## src/rtl/crt_prg_pkg.sv

```systemverilog
package crt_prg_pkg;
    localparam int FIELD_W = 6;
    localparam int OFFS_W  = 13;

    typedef enum logic [1:0] {
        MIR_VERT   = 2'd0,
        MIR_HORZ   = 2'd1,
        MIR_ONE_LO = 2'd2,
        MIR_ONE_HI = 2'd3
    } mirror_e;
endpackage

```

## src/rtl/crt_prg_regsel.sv

```systemverilog
module crt_prg_regsel (
    input  logic [15:0] cpu_addr,
    input  logic        cpu_wr,
    output logic        we_bank0,
    output logic        we_bank1,
    output logic        we_mirror
);
    logic [1:0] chip_sel;
    logic [3:0] group;

    always_comb begin
        // CPU A3 drives chip line 1, CPU A2 drives chip line 0
        chip_sel  = {cpu_addr[3], cpu_addr[2]};
        group     = cpu_addr[15:12];
        we_bank0  = cpu_wr && (group == 4'h8);
        we_bank1  = cpu_wr && (group == 4'hA);
        we_mirror = cpu_wr && (group == 4'h9) && (chip_sel == 2'd0);
    end
endmodule

```

## src/rtl/crt_prg_regs.sv

```systemverilog
module crt_prg_regs #(
    parameter int PRG_BANKS = 64,
    parameter int BANK_W    = 6
) (
    input  logic                   clk,
    input  logic                   rst_n,
    input  logic                   we_bank0,
    input  logic                   we_bank1,
    input  logic                   we_mirror,
    input  logic [7:0]             cpu_wdata,
    output logic [BANK_W-1:0]      bank0,
    output logic [BANK_W-1:0]      bank1,
    output crt_prg_pkg::mirror_e   mirror
);
    import crt_prg_pkg::*;

    typedef struct packed {
        logic [BANK_W-1:0] bank0;
        logic [BANK_W-1:0] bank1;
        mirror_e           mirror;
    } regs_t;

    regs_t       regs_d, regs_q;
    int unsigned reduced;

    always_comb begin
        regs_d  = regs_q;
        reduced = int'(cpu_wdata[FIELD_W-1:0]) % PRG_BANKS;
        if (we_bank0)  regs_d.bank0  = reduced[BANK_W-1:0];
        if (we_bank1)  regs_d.bank1  = reduced[BANK_W-1:0];
        if (we_mirror) regs_d.mirror = mirror_e'(cpu_wdata[1:0]);
    end

    always_ff @(posedge clk) begin
        if (!rst_n) begin
            regs_q <= '{bank0: '0, bank1: '0, mirror: MIR_VERT};
        end else begin
            regs_q <= regs_d;
        end
    end

    assign bank0  = regs_q.bank0;
    assign bank1  = regs_q.bank1;
    assign mirror = regs_q.mirror;

    // stored bank numbers stay inside the ROM
    p_bank_in_range_r7: assert property (@(posedge clk) disable iff (!rst_n)
        (int'(regs_q.bank0) < PRG_BANKS) && (int'(regs_q.bank1) < PRG_BANKS));

    // no write enable, no state change
    p_state_hold_r10: assert property (@(posedge clk) disable iff (!rst_n)
        !(we_bank0 || we_bank1 || we_mirror) |=> $stable(regs_q));
endmodule

```

## src/rtl/crt_prg_window.sv

```systemverilog
module crt_prg_window #(
    parameter int PRG_BANKS = 64,
    parameter int BANK_W    = 6,
    parameter int ROM_AW    = 19
) (
    input  logic              clk,
    input  logic              rst_n,
    input  logic [15:0]       cpu_addr,
    input  logic              cpu_rd,
    input  logic              cpu_wr,
    input  logic [BANK_W-1:0] bank0,
    input  logic [BANK_W-1:0] bank1,
    output logic              rom_en,
    output logic [ROM_AW-1:0] rom_addr,
    output logic              wram_en,
    output logic [12:0]       wram_addr
);
    localparam logic [BANK_W-1:0] LAST_BANK = BANK_W'(PRG_BANKS - 1);
    localparam logic [BANK_W-1:0] PREV_BANK = BANK_W'(PRG_BANKS - 2);

    logic [BANK_W-1:0] slot_bank;

    always_comb begin
        unique case (cpu_addr[14:13])
            2'd0:    slot_bank = bank0;
            2'd1:    slot_bank = bank1;
            2'd2:    slot_bank = PREV_BANK;
            default: slot_bank = LAST_BANK;
        endcase
        rom_addr  = {slot_bank, cpu_addr[12:0]};
        rom_en    = cpu_rd && cpu_addr[15];
        wram_en   = (cpu_rd || cpu_wr) && (cpu_addr[15:13] == 3'b011);
        wram_addr = cpu_addr[12:0];
    end

    // the top window never follows a register
    p_top_fixed_r6: assert property (@(posedge clk) disable iff (!rst_n)
        (cpu_addr[15:13] == 3'b111) |-> (rom_addr[ROM_AW-1:13] == LAST_BANK));

    // ROM and work RAM selects are exclusive
    p_sel_excl_r9: assert property (@(posedge clk) disable iff (!rst_n)
        $onehot0({rom_en, wram_en}));
endmodule

```

## src/rtl/crt_prg_mapper.sv

```systemverilog
module crt_prg_mapper #(
    parameter int PRG_BANKS = 64,
    parameter int BANK_W    = (PRG_BANKS > 1) ? $clog2(PRG_BANKS) : 1,
    parameter int ROM_AW    = BANK_W + 13
) (
    input  logic              clk,
    input  logic              rst_n,
    input  logic [15:0]       cpu_addr,
    input  logic [7:0]        cpu_wdata,
    input  logic              cpu_wr,
    input  logic              cpu_rd,
    output logic              rom_en,
    output logic [ROM_AW-1:0] rom_addr,
    output logic              wram_en,
    output logic [12:0]       wram_addr,
    output logic [1:0]        mirror_mode
);
    import crt_prg_pkg::*;

    logic              we_bank0, we_bank1, we_mirror;
    logic [BANK_W-1:0] bank0, bank1;
    mirror_e           mirror;

    crt_prg_regsel u_regsel (
        .cpu_addr  (cpu_addr),
        .cpu_wr    (cpu_wr),
        .we_bank0  (we_bank0),
        .we_bank1  (we_bank1),
        .we_mirror (we_mirror)
    );

    crt_prg_regs #(.PRG_BANKS(PRG_BANKS), .BANK_W(BANK_W)) u_regs (
        .clk       (clk),
        .rst_n     (rst_n),
        .we_bank0  (we_bank0),
        .we_bank1  (we_bank1),
        .we_mirror (we_mirror),
        .cpu_wdata (cpu_wdata),
        .bank0     (bank0),
        .bank1     (bank1),
        .mirror    (mirror)
    );

    crt_prg_window #(.PRG_BANKS(PRG_BANKS), .BANK_W(BANK_W), .ROM_AW(ROM_AW)) u_window (
        .clk       (clk),
        .rst_n     (rst_n),
        .cpu_addr  (cpu_addr),
        .cpu_rd    (cpu_rd),
        .cpu_wr    (cpu_wr),
        .bank0     (bank0),
        .bank1     (bank1),
        .rom_en    (rom_en),
        .rom_addr  (rom_addr),
        .wram_en   (wram_en),
        .wram_addr (wram_addr)
    );

    assign mirror_mode = mirror;

    // a select-0 write in the $9000 group loads the 2-bit field
    p_mirror_load_r5: assert property (@(posedge clk) disable iff (!rst_n)
        (cpu_wr && cpu_addr[15:12] == 4'h9 && cpu_addr[3:2] == 2'b00)
        |=> (mirror_mode == $past(cpu_wdata[1:0])));

    // other chip selects in the $9000 group leave mirroring alone
    p_mirror_sel_r2: assert property (@(posedge clk) disable iff (!rst_n)
        (cpu_wr && cpu_addr[15:12] == 4'h9 && cpu_addr[3:2] != 2'b00)
        |=> $stable(mirror_mode));

    // without a write strobe the mirroring output holds
    p_mirror_hold_r10: assert property (@(posedge clk) disable iff (!rst_n)
        !cpu_wr |=> $stable(mirror_mode));
endmodule

```

## config.mk

```make
export PLATFORM = sky130hd
export DESIGN_NAME = crt_prg_mapper
export DESIGN_NICKNAME = d
export VERILOG_FILES = /design/src/rtl/crt_prg_pkg.sv /design/src/rtl/crt_prg_regsel.sv /design/src/rtl/crt_prg_regs.sv /design/src/rtl/crt_prg_window.sv /design/src/rtl/crt_prg_mapper.sv
export SDC_FILE = /design/constraint.sdc
export NUM_CORES = 1
export LEC_CHECK = 0
export BUFFER_PORTS_ARGS = -buffer_cell sky130_fd_sc_hd__clkbuf_2
export CAP_MARGIN = 10
export CORE_UTILIZATION = 30
export CTS_BUF_LIST = sky130_fd_sc_hd__clkbuf_4 sky130_fd_sc_hd__clkbuf_8
export DETAILED_ROUTE_END_ITERATION = 8
export SLEW_MARGIN = 20
export SYNTH_ARGS = -nofsm -noshare
export SYNTH_HDL_FRONTEND = slang
export SYNTH_SLANG_ARGS = --single-unit
```

## constraint.sdc

```tcl
create_clock -name clk -period 1.26 [get_ports clk]
set_input_delay 0.063 -clock clk [delete_from_list [all_inputs] [get_ports clk]]
set_output_delay 0.063 -clock clk [all_outputs]
set_load 0.01 [all_outputs]
```

==> impl_metrics.tcl, run 1 <==
set metrics [dict create \
    synth_area_per_cell_um2 8.758 \
    grt_use_total 0.1021 \
    grt.overflow.total 0 \
    crit_chain "nor2b_1 -> a211o_2 -> clkbuf_2" \
    cts_max_level 1 \
    arrival_ns 1.10 \
    synthCells 102 \
    clock_latency_ns 0.27 \
    drive_above_1_share 0.4128 \
    critPathRequiredTime_ns 1.20 \
    port-buffer-count 31 \
    syn_nets 130 \
    power.switching_uw 208.3 \
    rsz0062_at_grt "false" \
    antenna_found_initial 0 \
    synth-edff-count 0 \
    ys_ff_latch 14 \
    die_area_um2 3200 \
    yosysMostFrequentCell "buf_4" \
    cpLargestDelayFamily "flip-flops" \
    tns_ns 0 \
    critPathMaxStageDelay_ns 0.31 \
    std_cell_rows 19 \
    synth_top_area_frac 0.3137 \
    dieHeight_um 56.57 \
    ir_drop_mv 0.6401 \
    insertedDiodeCount 0 \
    path_buf_inv 1 \
    multi_input_area_um2 384.1 \
    timing.final.crit_period_ns 1.159 \
    grt_pass1_wl_um 2546 \
    numCtsBuffers 3 \
    drv_cap 0 \
    ys_types 16 \
    hold_viol 0 \
    netlist_top_cells_count "buf_4, nand2_1, dfxtp_1, mux2i_1" \
    synthArstFlopShare 0 \
    avgViaCountPerCell 4.557 \
    hpwlAfterDp_um 1254 \
    wl_per_cell_um 11.49 \
    clock.fmax_mhz 862.5 \
    dr_total_vias 638 \
    core_um2 2781 \
    leakagePower_nw 0.4620 \
    ys_warn_count 0 \
    ys.flop_type "dfxtp_1" \
    first_iter_violations 17 \
    p_sw_frac 0.2339 \
    antenna_left 0 \
    timing.final.crit_share 0.9201 \
    cp-start-kind "register" \
    ys_seq_area_frac 0.3137 \
    fill_cells 284 \
    post_cts_buffers 0 \
    pwr-share-seq 0.505 \
    start_util 0.3212 \
    cts_sinks 14 \
    p_int_uw 682.2 \
    synth.area.top_cells "dfxtp_1, buf_4, mux2i_1" \
    wirelength_um 1608 \
    slew_headroom 0.7495 \
    cts_tree "yes" \
    gp_congestion 0.6912 \
    area_delta_synth_final_pct 2.661 \
    cts_hold_buffers 0 \
    skew_ns 0 \
    dieWidth_um 56.57 \
    path_class "reg2out" \
    p_clk_frac 0.346 \
    nNetsFinal 138 \
    seqCellArea_um2 280.3 \
    drc 0 \
    drt_pass1_iterations 4 \
    pwr-share-comb 0.149 \
    io_pins 64 \
    worstHoldPathType "in2reg" \
    maxSlewViolCount 0 \
    cts_resized 0 \
    worst_path_max_delay_cell "dfxtp_1" \
    grt_max_degree 21 \
    crit_path_max_fanout 2 \
    yosysTopAreaCell "dfxtp_1" \
    grt_pass1_vias 585 \
    power_density_nw_per_um2 970.9 \
    clockRootBuffer "clkbuf_4" \
    power_uw 890.4 \
    clockBufferDepth 2 \
    setup_viol 0 \
    outcome "finished clean" \
    clk_pin_slew_worst_paths_ns 0.08 \
    end_kind "output port" \
    syn-cell-area_um2 893.4 \
    worstMarginPinSlew_ns 0.3758 \
]
worst reg2reg max path, stage by stage (launching register included):
cell and delay [ns]:
dfxtp_1 0.33, nand2_1 0.05, mux2i_1 0.14
layout by cell type (no fill, tap or decap), types with 2 or more instances in the layout:
cell type	count
nor2_1	2
nor2b_1	5
dfxtp_1	14
a211o_2	5
clkbuf_4	3
nand2_1	24
mux2i_1	14
buf_4	3
clkbuf_2	31
sequential cells by signal, indices dropped and copies added, names as in the netlist:
name / count
u_regs.bank0: 6
u_regs.bank1: 6
u_regs.mirror: 2
power groups by stage:
stage / Sequential [mW] / Combinational, mW / Clock [mW]
2_1_floorplan: 0.460 / 0.151 / 0
3_3_place_gp: 0.460 / 0.132 / 0
3_5_place_dp: 0.460 / 0.134 / 0
4_1_cts: 0.449 / 0.135 / 0.323
5_1_grt: 0.450 / 0.147 / 0.344
6_report: 0.449 / 0.133 / 0.308
final timing paths:
path / start / to / slack [ns] / cells past startpoint
max reg2reg: u_regs.bank0[5] / u_regs.bank0[5] / 0.67 / 2
max: u_regs.bank0[4] / rom_addr[17] / 0.10 / 3
min reg2reg: u_regs.mirror[0] / u_regs.mirror[0] / 0.46 / 2
min: cpu_wdata[3] / u_regs.bank0[3] / 0.04 / 3
metrics by stage:
| stage | hold slack (ns) | utilization | setup slack, ns | cells | instance area (µm²) |
|---|---|---|---|---|---|
| 3_3_place_gp | 0.1261 | 0.3167 | 0.1855 | 136 | 880.8 |
| 5_1_grt | 0.04133 | 0.3297 | 0.04969 | 140 | 917.1 |
| 4_1_cts | 0.03614 | 0.3297 | 0.08878 | 140 | 917.1 |
| 3_5_place_dp | 0.1261 | 0.3167 | 0.1641 | 136 | 880.8 |
| 2_1_floorplan | 0.1804 | - | 0.2114 | 102 | 893.4 |
| 6_report | 0.04176 | 0.3297 | 0.1006 | 140 | 917.1 |
logic make-up (layout without fill, tap and decap cells):
family,Yosys count,in the layout,synth area share
buffers and inverters,31,38,0.2563
DFF,14,14,0.3137
muxes,14,14,0.1569
and+or+nand+nor,37,37,0.2115
AOI/OAI and AO/OA,6,6,0.06162
area by class of cell:
| class | instances | area share |
|---|---|---|
| Clock buffer | 4 | 0.03956 |
| Multi-Input combinational cell | 57 | 0.4188 |
| Sequential cell | 14 | 0.3056 |
| Tap cell | 31 | 0.04229 |
| Timing Repair Buffer | 34 | 0.1937 |
per-layer routing:
| metal | part of all wire | vias up | track usage |
|---|---|---|---|
| met5 | 0 | - | 0 |
| met4 | 0.0044 | 0 | 0.04530 |
| met3 | 0.069 | 2 | 0.04147 |
| met2 | 0.47 | 20 | 0.1563 |
| met1 | 0.46 | 290 | 0.1250 |
| li1 | - | 326 | - |
Power figures use the tool's default switching activity.
==> run 2, diff against run 1 <==
- CELL_PAD_IN_SITES_DETAIL_PLACEMENT: default -> 2
- CELL_PAD_IN_SITES_GLOBAL_PLACEMENT: default -> 2
- CORE_UTILIZATION: 30 -> 21
- PLACE_DENSITY_LB_ADDON: default -> 0.1
==> run 2 against run 1 <==
Clock skew unchanged. Sequential power about the same. Combinational power up 3%. Critical endpoint unchanged. First-iteration DRC count down 41%. Flip-flop and latch count unchanged.
==> impl_metrics.tcl, run 2 (synthesis gave the netlist of run 1 again) <==
set metrics [dict create \
    first_iter_violations 10 \
    drive_above_1_share 0.4128 \
    critPathRequiredTime_ns 1.20 \
    pwr-share-comb 0.133 \
    numCtsBuffers 3 \
    crit_chain "nor2b_1 -> a211o_2 -> clkbuf_2" \
    drc 0 \
    wl_per_cell_um 12.85 \
    area_delta_synth_final_pct 7.423 \
    post_cts_buffers 0 \
    slew_headroom 0.7260 \
    power.switching_uw 243.4 \
    critPathMaxStageDelay_ns 0.31 \
    skew_ns 0 \
    cts_max_level 1 \
    seqCellArea_um2 280.3 \
    dp_cells 155 \
    gp_congestion 0.5884 \
    rsz0062_at_grt "false" \
    cpLargestDelayFamily "flip-flops" \
    maxSlewViolCount 0 \
    cp-start-kind "register" \
    end_kind "output port" \
    grt.overflow.total 0 \
    core_um2 4029 \
    leakagePower_nw 0.4698 \
    crit_path_max_fanout 2 \
    worst_path_max_delay_cell "dfxtp_1" \
    cts_hold_buffers 0 \
    clock_latency_ns 0.24 \
    drv_cap 0 \
    outcome "finished clean" \
    worstHoldPathType "in2reg" \
    cts_tree "yes" \
    utilization 0.2382 \
    start_util 0.2217 \
    grt_max_degree 21 \
    port-buffer-count 31 \
    final_common_cell "clkbuf_2" \
    hold_viol 0 \
    clk_pin_slew_worst_paths_ns 0.06 \
    instances_no_fill 159 \
    std_cell_rows 23 \
    fill_cells 476 \
    arrival_ns 1.06 \
    ir_drop_mv 0.3287 \
    grt_use_total 0.1011 \
    dieWidth_um 67.23 \
    dieHeight_um 67.23 \
    p_sw_frac 0.2369 \
    avgViaCountPerCell 4.214 \
    grt_pass1_wl_um 3284 \
    grt_pass1_vias 727 \
    hpwlAfterDp_um 1566 \
    timing.final.crit_period_ns 1.127 \
    power_density_nw_per_um2 1070 \
    clock.fmax_mhz 887.2 \
    tns_ns 0 \
    die_area_um2 4519 \
    path_buf_inv 1 \
    p_clk_frac 0.429 \
    cts_resized 0 \
    timing.final.crit_share 0.8946 \
    nNetsFinal 138 \
    p_int_uw 783.9 \
    antenna_found_initial 0 \
    wirelength_um 2043 \
    clockBufferDepth 2 \
    clockRootBuffer "clkbuf_8" \
    mostFrequentLayoutCells "clkbuf_2, nand2_1, mux2i_1, dfxtp_1" \
    cts_sinks 14 \
    worstMarginPinSlew_ns 0.4110 \
    pwr-share-seq 0.438 \
    insertedDiodeCount 0 \
    drt_pass1_iterations 2 \
    path_class "reg2out" \
    io_pins 64 \
    dr_total_vias 670 \
    multi_input_area_um2 384.1 \
    antenna_left 0 \
    setup_viol 0 \
]
## run 2: cell counts in the layout (fill, tap and decap cells not counted)
Identical to the previous run, type by type.
## run 2: layout make-up
cell class	count	area share
multi-input combinational	57	0.4003
sequential	14	0.2920
timing repair buffer	34	0.1851
tap	50	0.06519
clock buffer	4	0.05737
## run 2: final timing paths
kind	start	to	slack, ns	cells past startpoint
worst max-delay path	u_regs.bank0[4]	rom_addr[17]	0.13	3
worst min-delay path	cpu_wdata[4]	u_regs.bank1[4]	0.08	3
worst max register to register	u_regs.bank0[2]	u_regs.bank0[2]	0.64	2
worst min register to register	u_regs.bank1[0]	u_regs.bank1[0]	0.46	2
## run 2: routing by layer
| metal | routed length (µm) | global-route usage |
|---|---|---|
| met4 | 17 | 0.05053 |
| met2 | 1051 | 0.1838 |
| met1 | 838 | 0.1111 |
| met5 | 0 | 0 |
| met3 | 136 | 0.01858 |
## run 2: power by group through the flow
stage / combinational, mW / sequential (mW) / clock [mW]
after global placement: 0.138 / 0.460 / 0
after global routing: 0.154 / 0.450 / 0.492
final: 0.137 / 0.450 / 0.440
after detailed placement: 0.141 / 0.460 / 0
after CTS: 0.142 / 0.450 / 0.466
after floorplan: 0.151 / 0.460 / 0
## run 2: per-stage QoR
stage                     cell area (µm²)  hold WS (ns)  setup slack (ns)  total power, mW
after floorplan                     893.4        0.1804            0.2114           0.6102
after global placement              904.6        0.1261            0.1767           0.5977
final                               959.7       0.07615            0.1329            1.027
after global routing                959.7       0.07007           0.07782            1.096
after CTS                           959.7       0.07402            0.1132            1.058
after detailed placement            904.6        0.1261            0.1293           0.6017
## run 2: worst reg2reg max path, stage by stage (launching register included)
cell and delay [ns]:
dfxtp_1 0.33, nand2_1 0.07, mux2i_1 0.15
==> run 3, diff against run 2 <==
--- a/config.mk
+++ b/config.mk
@@ -14,5 +14,5 @@
 export DETAILED_ROUTE_END_ITERATION = 8
 export PLACE_DENSITY_LB_ADDON = 0.1
-export SLEW_MARGIN = 20
+export SLEW_MARGIN = 15
 export SYNTH_ARGS = -nofsm -noshare
 export SYNTH_HDL_FRONTEND = slang
==> constraint.sdc (replaced) <==
create_clock -name clk -period 1.26 [get_ports clk]
set_input_delay 0.126 -clock clk [delete_from_list [all_inputs] [get_ports clk]]
set_output_delay 0.126 -clock clk [all_outputs]
set_load 0.01 [all_outputs]
==> run 3 against run 2 <==
Total power shrank 7.4%. Clock power down 18%. Die area is the same. Global-route usage is essentially flat. Register-to-register slack improved by 0.03 ns. Flip-flop and latch count unchanged. Via count fell by 0.60%. Worst hold slack improved by 0.071 ns. Sequential share of layout area is 0.19 points higher.
==> impl_metrics.tcl, run 3 (synthesis gave the netlist of run 1 again) <==
set metrics [dict create \
    outcome "finished clean" \
    postPlaceCellArea_um2 912.1 \
    antenna_left 0 \
    skew_ns 0 \
    numCtsBuffers 3 \
    clock.fmax_mhz 841.1 \
    place_ws_ns 0.1026 \
    grt_use_total 0.1007 \
    path_class "reg2out" \
    end_kind "output port" \
    cts_resized 0 \
    timing.final.crit_period_ns 1.189 \
    dieWidth_um 67.23 \
    ir_drop_mv 0.2710 \
    grt_pass1_wl_um 3305 \
    worstMarginPinSlew_ns 0.4142 \
    holdWs_ns 0.1471 \
    cts_max_level 1 \
    critPathRequiredTime_ns 1.13 \
    reg2reg_depth 2 \
    maxSlewViolCount 0 \
    hold_viol 0 \
    arrival_ns 1.06 \
    tns_ns 0 \
    leakagePower_nw 0.4674 \
    area_delta_synth_final_pct 6.723 \
    grt.overflow.total 0 \
    drv_cap 0 \
    core_um2 4029 \
    port-buffer-count 31 \
    hpwlAfterDp_um 1552 \
    post_cts_buffers 0 \
    cts_hold_buffers 0 \
    cts_sinks 14 \
    cts_tree "yes" \
    hold_start "cpu_wdata[3]" \
    first_iter_violations 4 \
    slew_headroom 0.7239 \
    clock_latency_ns 0.24 \
    drive_above_1_share 0.4128 \
    grt_max_degree 21 \
    rsz0062_at_grt "false" \
    die_area_um2 4519 \
    final_area_um2 953.4 \
    clockRootBuffer "clkbuf_8" \
    avgViaCountPerCell 4.189 \
    antenna_found_initial 0 \
    setup_viol 0 \
    clk_pin_slew_worst_paths_ns 0.06 \
    mostFrequentLayoutCells "clkbuf_2, nand2_1, mux2i_1, dfxtp_1" \
    wirelength_um 2017 \
    drc 0 \
    insertedDiodeCount 0 \
    nNetsFinal 139 \
    hold_depth 3 \
    start_util 0.2217 \
    io_pins 64 \
    dieHeight_um 67.23 \
    std_cell_rows 23 \
    gp_congestion 0.5909 \
    timing.rr.start "u_regs.bank1[4]" \
    power_density_nw_per_um2 997.9 \
    timing.final.crit_share 0.9436 \
    wl_per_cell_um 12.69 \
    grt_pass1_vias 733 \
    setup_ws_ns 0.07103 \
    cp-start-kind "register" \
    clockBufferDepth 2 \
    final_common_cell "clkbuf_2" \
    utilization 0.2366 \
    dr_total_vias 666 \
    crit_path_start "u_regs.bank0[1]" \
    crit_path_max_fanout 2 \
    worstHoldPathType "in2reg" \
    drt_pass1_iterations 3 \
]
-- run 3: changes by cell type in the layout (fill, tap and decap cells not counted), sizes merged --
cell,delta
clkbuf,-1
buf,+1
-- run 3: per-stage QoR --
stage                     cells  power, mW
final                       159     0.9514
after global routing        159      1.018
after CTS                   159     0.9710
after detailed placement    156     0.6036
after global placement      156     0.6004
after floorplan             102     0.6102
-- run 3: routing by layer --
metal  track usage  share of wire
met5             0              0
met4       0.05053         0.0084
met3       0.03041          0.073
met2        0.1738           0.49
met1        0.1109           0.43
-- run 3: final cells by class --
class | instances | area (µm²)
Fill cell | 483 | 3075
Multi-Input combinational cell | 57 | 384.1
Sequential cell | 14 | 280.3
Timing Repair Buffer | 35 | 185.2
Tap cell | 50 | 62.56
Clock buffer | 3 | 41.29
-- run 3: path summary, 6_finish.rpt --
path	endpoint	slack, ns
setup / recovery	rom_addr[14]	0.07
hold / removal	u_regs.bank1[3]	0.15
setup reg to reg	u_regs.bank1[4]	0.67
hold reg to reg	u_regs.bank1[0]	0.46
-- run 3: critical path: stages, from the launching register on --
cell and delay [ns]:
dfxtp_1 0.30, nor2b_1 0.12, a211o_2 0.27, clkbuf_2 0.13
-- run 3: power by group --
group | internal [mW] | switching (mW) | total (mW)
Clock | 0.211 | 0.151 | 0.362
Combinational | 0.0615 | 0.0774 | 0.139
Sequential | 0.448 | 0.00239 | 0.450
